File: src/rtl/cr_pkg.sv
package cr_pkg;

    typedef enum logic [3:0] {
        ST_IDLE,
        ST_ADR_HI,
        ST_ADR_LO,
        ST_DAT_HI,
        ST_DAT_LO,
        ST_WR_HI,
        ST_WR_LO,
        ST_RD_HI,
        ST_RD_LO
    } cr_state_e;

    localparam int NUM_STROBES = 4;
    localparam int STB_ADR = 0;
    localparam int STB_DAT = 1;
    localparam int STB_WR  = 2;
    localparam int STB_RD  = 3;

    function automatic logic waits_for_high(cr_state_e s);
        return (s == ST_ADR_HI) || (s == ST_DAT_HI) ||
               (s == ST_WR_HI)  || (s == ST_RD_HI);
    endfunction

endpackage

File: src/rtl/cr_ack_waiter.sv
module cr_ack_waiter #(
    parameter int MAX_POLLS = 100
) (
    input  logic clk,
    input  logic rst_n,
    input  logic active,
    input  logic expect_hi,
    input  logic ack,
    output logic hit,
    output logic expired
);
    localparam int CW = $clog2(MAX_POLLS + 1);
    localparam logic [CW-1:0] LAST = CW'(MAX_POLLS - 1);

    logic [CW-1:0] cnt_d, cnt_q;

    always_comb begin
        hit     = active && (ack == expect_hi);
        expired = active && !hit && (cnt_q == LAST);
        if (!active || hit || expired) begin
            cnt_d = '0;
        end else begin
            cnt_d = cnt_q + 1'b1;
        end
    end

    always_ff @(posedge clk) begin
        if (!rst_n) begin
            cnt_q <= '0;
        end else begin
            cnt_q <= cnt_d;
        end
    end
endmodule

File: src/rtl/cr_ctl_pack.sv
module cr_ctl_pack
    import cr_pkg::*;
#(
    parameter int DATA_W = 16
) (
    input  cr_state_e               state,
    input  logic [DATA_W-1:0]       addr,
    input  logic [DATA_W-1:0]       wdata,
    output logic [DATA_W+NUM_STROBES-1:0] word
);
    logic [NUM_STROBES-1:0] stb;
    logic [DATA_W-1:0]      field;

    for (genvar g = 0; g < NUM_STROBES; g++) begin : g_stb
        localparam cr_state_e HI_ST = (g == STB_ADR) ? ST_ADR_HI :
                                      (g == STB_DAT) ? ST_DAT_HI :
                                      (g == STB_WR)  ? ST_WR_HI  : ST_RD_HI;
        assign stb[g] = (state == HI_ST);
    end

    always_comb begin
        case (state)
            ST_ADR_HI, ST_ADR_LO: field = addr;
            ST_DAT_HI, ST_DAT_LO: field = wdata;
            default:              field = '0;
        endcase
        word = {stb, field};
    end
endmodule

File: src/rtl/phy_cr_master.sv
module phy_cr_master
    import cr_pkg::*;
#(
    parameter int DATA_W    = 16,
    parameter int MAX_POLLS = 100
) (
    input  logic              clk,
    input  logic              rst_n,
    input  logic              cmd_valid,
    input  logic              cmd_write,
    input  logic [DATA_W-1:0] cmd_addr,
    input  logic [DATA_W-1:0] cmd_wdata,
    output logic              busy,
    output logic              done,
    output logic              timeout_err,
    output logic [DATA_W-1:0] rd_data,
    output logic [DATA_W+3:0] phy_ctl,
    input  logic [DATA_W:0]   phy_sts
);
    localparam int ACK_BIT = DATA_W;

    typedef struct packed {
        cr_state_e         st;
        logic              wr;
        logic [DATA_W-1:0] addr;
        logic [DATA_W-1:0] wdata;
        logic [DATA_W-1:0] rdata;
        logic              done;
        logic              err;
    } seq_t;

    seq_t seq_d, seq_q;
    logic hit, expired, active;

    assign active = (seq_q.st != ST_IDLE);

    cr_ack_waiter #(.MAX_POLLS(MAX_POLLS)) u_wait (
        .clk       (clk),
        .rst_n     (rst_n),
        .active    (active),
        .expect_hi (waits_for_high(seq_q.st)),
        .ack       (phy_sts[ACK_BIT]),
        .hit       (hit),
        .expired   (expired)
    );

    cr_ctl_pack #(.DATA_W(DATA_W)) u_pack (
        .state (seq_q.st),
        .addr  (seq_q.addr),
        .wdata (seq_q.wdata),
        .word  (phy_ctl)
    );

    always_comb begin
        seq_d      = seq_q;
        seq_d.done = 1'b0;
        seq_d.err  = 1'b0;
        if (seq_q.st == ST_IDLE) begin
            if (cmd_valid) begin
                seq_d.st    = ST_ADR_HI;
                seq_d.wr    = cmd_write;
                seq_d.addr  = cmd_addr;
                seq_d.wdata = cmd_wdata;
            end
        end else if (expired) begin
            seq_d.st  = ST_IDLE;
            seq_d.err = 1'b1;
        end else if (hit) begin
            case (seq_q.st)
                ST_ADR_HI: seq_d.st = ST_ADR_LO;
                ST_ADR_LO: seq_d.st = seq_q.wr ? ST_DAT_HI : ST_RD_HI;
                ST_DAT_HI: seq_d.st = ST_DAT_LO;
                ST_DAT_LO: seq_d.st = ST_WR_HI;
                ST_WR_HI:  seq_d.st = ST_WR_LO;
                ST_RD_HI: begin
                    seq_d.st    = ST_RD_LO;
                    seq_d.rdata = phy_sts[DATA_W-1:0];
                end
                ST_WR_LO, ST_RD_LO: begin
                    seq_d.st   = ST_IDLE;
                    seq_d.done = 1'b1;
                end
                default: seq_d.st = ST_IDLE;
            endcase
        end
    end

    always_ff @(posedge clk) begin
        if (!rst_n) begin
            seq_q <= '{st: ST_IDLE, wr: 1'b0, addr: '0, wdata: '0,
                       rdata: '0, done: 1'b0, err: 1'b0};
        end else begin
            seq_q <= seq_d;
        end
    end

    assign busy        = active;
    assign done        = seq_q.done;
    assign timeout_err = seq_q.err;
    assign rd_data     = seq_q.rdata;
endmodule

File: config.mk
export PLATFORM = sky130hd
export DESIGN_NAME = phy_cr_master
export DESIGN_NICKNAME = d
export VERILOG_FILES = /design/src/rtl/cr_pkg.sv /design/src/rtl/cr_ack_waiter.sv /design/src/rtl/cr_ctl_pack.sv /design/src/rtl/phy_cr_master.sv
export SDC_FILE = /design/constraint.sdc
export NUM_CORES = 1
export LEC_CHECK = 0
export BUFFER_PORTS_ARGS = -buffer_cell sky130_fd_sc_hd__buf_2
export CAP_MARGIN = 5
export CORE_UTILIZATION = 35
export DETAILED_ROUTE_END_ITERATION = 8
export GPL_TIMING_DRIVEN = 0
export SLEW_MARGIN = 15
export SYNTH_ARGS = -nofsm -noshare
export SYNTH_HDL_FRONTEND = slang
export SYNTH_SLANG_ARGS = --single-unit
File: constraint.sdc
create_clock -name clk -period 1.6 [get_ports clk]
set_input_delay 0.32 -clock clk [delete_from_list [all_inputs] [get_ports clk]]
set_output_delay 0.32 -clock clk [all_outputs]
set_load 0.01 [all_outputs]
==> results of run 1 <==
[worst max-delay path: stages (launching register included)]
cell,delay (ps)
dfxtp_4,360
buf_6,130
xnor2_4,120
nor3_4,240
buf_6,180
a22o_1,140
buf_2,130
[cells by family after synthesis]
family | synth area share (%)
compound gates | 19.7
xor+xnor | 3.07
fa+ha+maj | 0.439
buf+inv | 9.79
flops | 43.5
mux | 0.351
simple gates | 23.1
[through the flow]
step                area (um2)  setup TNS, ps  utilization [%]  total power, mW  setup slack (ps)
finish                    3910          -8230             50.1             3.80              -352
global route              3910         -14420             50.1             3.99              -453
CTS                       3780          -7650             48.4             3.80              -368
detailed placement        3430          -4920             43.9             2.32              -327
global placement          3430          -4840             43.9             2.30              -330
floorplan                 2850              0                -             2.10             0.103
[Yosys cell counts, drive strengths merged]
cell type  number  area (um2)
a21boi         50         375
a21oi           3        15.0
a22o           16         140
a2bb2oi         1        8.76
a31oi           1        6.26
and2            2        12.5
and2b           1        7.51
and3            2        12.5
and4b           1        10.0
buf            28         226
clkbuf         12        45.0
dfxtp          62        1240
ha              1        12.5
inv             2        7.51
mux2i           1        10.0
nand2         105         397
nand2b          1        6.26
nand3           4        20.0
nand3b          2        15.0
nand4           1        6.26
nand4b          1        8.76
nor2           13        51.3
nor2b           4        25.0
nor3            2        21.3
nor4            1        12.5
nor4b           2        17.5
nor4bb          2        20.0
o21ai           3        15.0
or3             1        6.26
or4b            1        10.0
xnor2           7        61.3
xor2            3        26.3
[state kept, by name, summed over array words and instances (netlist names)]
name,flops
done,1
rd_data,16
seq_q,37
timeout_err,1
u_wait.cnt_q,7
[routing by layer]
metal / part of all wire, % / up-vias / track usage (%)
li1: - / 1335 / -
met2: 48 / 54 / 26.6
met5: 0 / - / 0
met1: 46 / 1221 / 22.7
met4: 0.67 / 0 / 5.86
met3: 4.5 / 5 / 4.23
[cell type report]
class	count	area, um2
fill	793	3900
multi-input combinational	232	1380
sequential	62	1250
timing repair buffer	105	633
buffer	39	310
clock buffer	12	155
tap	102	128
clock inverter	4	45.0
inverter	2	7.51
[power by group]
part           leakage [nW]  switching (mW)  internal [mW]
logic                  1.13           0.374          0.356
clock network         0.106           0.593          0.797
registers             0.507          0.0492           1.63
[path summary, 6_finish.rpt]
check,from,end,slack (ps)
setup / recovery,seq_q[52]$_SDFFE_PN0P_,phy_ctl[4],-350
hold / removal,phy_sts[14],rd_data[14]$_SDFFE_PN0P_,220
setup reg to reg,seq_q[52]$_SDFFE_PN0P_,seq_q[51]$_SDFFE_PN0P_,-150
hold reg to reg,u_wait.cnt_q[0]$_SDFF_PP0_,u_wait.cnt_q[0]$_SDFF_PP0_,450
[repair_timing]
action | CTS | global route
resized for setup | 25 | 18
cloned | 1 | 2
setup buffers | 9 | 3
pin swaps | 10 | 15
endpoints found under the setup margin | 51 | 73
==> flow_summary.ini, run 1 <==
[power_and_ir_drop]
p_leak_nw = 1.74
power.density_mw_per_mm2 = 971
vdd_ir_drop_max_uv = 372

[final_layout]
final_common_cell = nand2_1
n_antenna_cell = 0
drive_gt1_share_pct = 37.3
layout_common_cells = 103 x nand2_1, 89 x buf_2, 59 x dfxtp_1
area_growth_pct = 37.2
stdcell_count = 558
nNetsFinal = 505

[synth]
synth_area_per_cell_um2 = 8.48
synth_nets = 390
synth-seq-cells = 62
synth_area_mm2 = 0.00285
synth_seq_area_share_pct = 43.5
ys_warn_count = 0
synth_cells = 336
yosysUniqueCellTypes = 38

[sta]
layout_min_cycle_time_ps = 1950
hold_viol = 0
setup_viol = 52
setup_ws_ps = -352
report.final.slew_viol_count = 0
tightest_slew_ps = 510
rsz0062_at_grt = yes
relSlewSlack_pct = 66.0
fmax_mhz = 512
holdWs_ps = 224
period_share_pct = 122
fin_worst_skew_ps = 5.00

[floorplanning]
die_w_um = 92.2
io_pins = 92
die_y_um = 92.2
initial_utilization_pct = 36.5
fp.coreArea_mm2 = 0.00781
num_rows = 32
fp.dieArea_mm2 = 0.00851

[clocking]
cts_root_buf = clkbuf_8
cts_tree = yes
hold_buffers = 0
clk_pin_slew_ps = 70
htreeDepth = 3
cts_sinks = 62
numCtsBuffers = 9
clk-insertion-delay-late_ps = 330
cts_buffer_depth = 2

[worst_setup_path]
worst_ep_required_time_ps = 1280
critical_path_class = reg2out
cp.arrival_ps = 1630
cp_max_fo = 6
cp-start-kind = register
cp-end-kind = output pin
rr_worst_depth = 9

[routing]
viasPerCell = 4.69
dr_total_vias = 2615
drc = 0
routedWlPerCell_um = 13.1
drt_first_iter_violations = 68
wl_mm = 7.32
first_pass_iters = 4
ant_nets = 0

[global_route]
grt_pass1_wl_mm = 11.2
antenna_found_initial = 0
grt_usage_pct = 17.0
grt_pass1_vias = 2404
grt_max_degree = 11
grt_overflow = 0

[place]
dp.cells = 528
place.gp.congestion = 0.740
dp_hpwl_mm = 4.98
io_buffers = 90

[status]
failed_checks = negative setup slack
status = finished with violations

[worst_hold_path]
hold_path.class = in2reg
whs_path_depth = 3

[flow_run]
drv_cap = 0
Power figures use the tool's default switching activity.
==> run 2, diff against run 1 <==
Settings changed: ABC_AREA set to 1, CORE_UTILIZATION 35 to 45, PLACE_DENSITY set to 0.76.
==> run 2 against run 1 <==
Net effect: the flow still finishes with violations (negative setup slack); wire length is 0.40% lower; clock skew about the same; non-clock buffer count grew 4; first-iteration DRC count increased by 130%; clock-buffer cell count did not move; die area is 26% lower; critical path depth grew 2; register-to-register slack improved by 230 ps; total power is 64% higher; largest power group is now combinational logic; highest routed layer unchanged.
==> flow_summary.ini, run 2 <==
[clocking]
cts_sinks = 62
hold_buffers = 0
cts_buffer_depth = 2
clk_pin_slew_ps = 60
clk-insertion-delay-late_ps = 340
htreeDepth = 3
cts_root_buf = clkbuf_8
numCtsBuffers = 9
cts_tree = yes

[floorplanning]
initial_utilization_pct = 47.9
io_pins = 92
num_rows = 27
die_w_um = 79.5
fp.coreArea_mm2 = 0.00564
fp.dieArea_mm2 = 0.00631
die_y_um = 79.5

[final_layout]
n_antenna_cell = 0
regArea_mm2 = 0.00126
area_growth_pct = 43.3
largest-register = seq_q
final_common_cell = buf_2
layout_common_cells = 84 x buf_2, 58 x dfxtp_1, 51 x a21oi_1
multi_input_area_mm2 = 0.00121
nNetsFinal = 532
largest_reg_flops = 37
fill_cells = 457
drive_gt1_share_pct = 40.7
final_util_pct = 68.6

[sta]
fmax_mhz = 520
rsz0062_at_grt = yes
fin_worst_skew_ps = 4.64
layout_min_cycle_time_ps = 1920
relSlewSlack_pct = 66.9
hold_viol = 0
report.final.slew_viol_count = 0
tightest_slew_ps = 496
setup_viol = 19
setup_ws_ps = -324
period_share_pct = 120
holdWs_ps = 246

[synth]
synth_most_common_cell = dfxtp_1
synth_ff_type = dfxtp_1
synth_area_mm2 = 0.00270
synth_async_sr_flop_share_pct = 0
synth-seq-cells = 62
synthTopCellsByArea = dfxtp_1 46%, a21oi_1 9.5%, inv_1 7.0%
synth_top_cell_by_area = dfxtp_1
synth_seq_area_share_pct = 46.0
yosysUniqueCellTypes = 30
yosys.area.top_type_share_pct = 46.0
ys_warn_count = 0
synth-edff-count = 0
synth_area_per_cell_um2 = 7.65
synth_nets = 407
synth_cells = 353
synth_common_cells = 62 x dfxtp_1, 51 x a21oi_1, 50 x inv_1

[worst_setup_path]
slowest_stage = dfxtp_4
cp_max_fo = 6
worst_ep_required_time_ps = 1280
cp_slowest_stage_delay_ps = 380
cp.arrival_ps = 1600
crit_family = buffers and inverters
critical_path_class = reg2out
cp-end-kind = output pin
path_cells = nand2_4 -> inv_2 -> nand2_2 -> inv_2 -> a21oi_4 -> buf_6 -> o22ai_2 -> buf_2
cp_num_buf_inv = 4
cp-start-kind = register
cpMostUsedCell = inv_2

[global_route]
grt_overflow = 0
grt_pass1_vias = 2421
grt_max_degree = 11
grt_usage_pct = 22.9
antenna_found_initial = 0
grt_pass1_wl_mm = 10.9

[place]
dp_hpwl_mm = 4.51
place.gp.congestion = 0.845
io_buffers = 90

[routing]
first_pass_iters = 4
dr_total_vias = 2747
viasPerCell = 4.97
drc = 0
routedWlPerCell_um = 13.2
ant_nets = 0
drt_first_iter_violations = 159
wl_mm = 7.29

[status]
status = finished with violations
failed_checks = negative setup slack

[power_and_ir_drop]
p_leak_nw = 1.78
vdd_ir_drop_max_uv = 1090
power.density_mw_per_mm2 = 1610

[worst_hold_path]
hold_path.class = in2reg

[flow_run]
drv_cap = 0
run 2: layout make-up:
| cell class | instances | area share (%) |
|---|---|---|
| sequential | 62 | 32.5 |
| inverter | 53 | 5.34 |
| tap | 72 | 2.33 |
| buffer | 34 | 6.21 |
| multi-input combinational | 204 | 31.4 |
| clock buffer | 12 | 3.75 |
| timing repair buffer | 114 | 18.3 |
| clock inverter | 2 | 0.259 |
run 2: stage by stage:
| step | cells | setup slack (ps) | total power [mW] | TNS [ps] | area (um2) |
|---|---|---|---|---|---|
| floorplan | 353 | 51.8 | 3.38 | 0 | 2700 |
| global placement | 515 | -400 | 3.95 | -5150 | 3240 |
| finish | 553 | -324 | 6.25 | -5070 | 3870 |
| CTS | 549 | -243 | 5.71 | -3730 | 3680 |
| detailed placement | 515 | -405 | 3.99 | -5320 | 3240 |
| global route | 553 | -356 | 6.61 | -6040 | 3870 |
run 2: layer usage:
metal	global-route usage [%]	vias up	part of all wire [%]
li1	-	1405	-
met1	28.4	1200	44
met2	36.8	122	46
met3	5.37	20	7.0
met4	11.6	0	2.9
met5	0	-	0
run 2: cell families (layout without fill, tap and decap cells):
| logic type | after synthesis | in the layout | synth area share [%] |
|---|---|---|---|
| xor+xnor | 2 | 2 | 0.649 |
| simple gates | 97 | 97 | 17.2 |
| fa+ha+maj | 1 | 1 | 0.463 |
| buf+inv | 87 | 215 | 15.4 |
| compound gates | 104 | 104 | 20.3 |
| flops | 62 | 62 | 46.0 |
run 2: worst min-delay path: stages:
cell     delay (ps)
buf_2            70
o21ai_1          50
a21oi_1         100
run 2: power breakdown:
group | internal (mW) | switching, mW | leakage [nW] | total (mW)
Sequential | 1.87 | 0.153 | 0.510 | 2.02
Clock | 0.582 | 0.556 | 0.0821 | 1.14
Combinational | 1.30 | 1.79 | 1.19 | 3.09
Total | 3.75 | 2.50 | 1.78 | 6.25
run 2: path summary, 6_finish.rpt:
kind                                   start                    endpoint  slack (ps)  cells after the start
setup / recovery      seq_q[52]$_SDFFE_PN0P_                  phy_ctl[2]        -320                      8
hold reg to reg   u_wait.cnt_q[0]$_SDFF_PP0_  u_wait.cnt_q[0]$_SDFF_PP0_         450                      1
setup reg to reg      seq_q[53]$_SDFFE_PN0P_      seq_q[22]$_SDFFE_PN0P_          80                      8
hold / removal                  cmd_wdata[8]      seq_q[26]$_SDFFE_PN0P_         250                      3
run 2: what timing repair did:
| action | CTS | global route |
|---|---|---|
| buffers inserted | 19 | 4 |
| gates cloned | 1 | 0 |
| pin swaps | 5 | 6 |
| setup endpoints to repair | 19 | 68 |
| gates resized for setup | 36 | 62 |
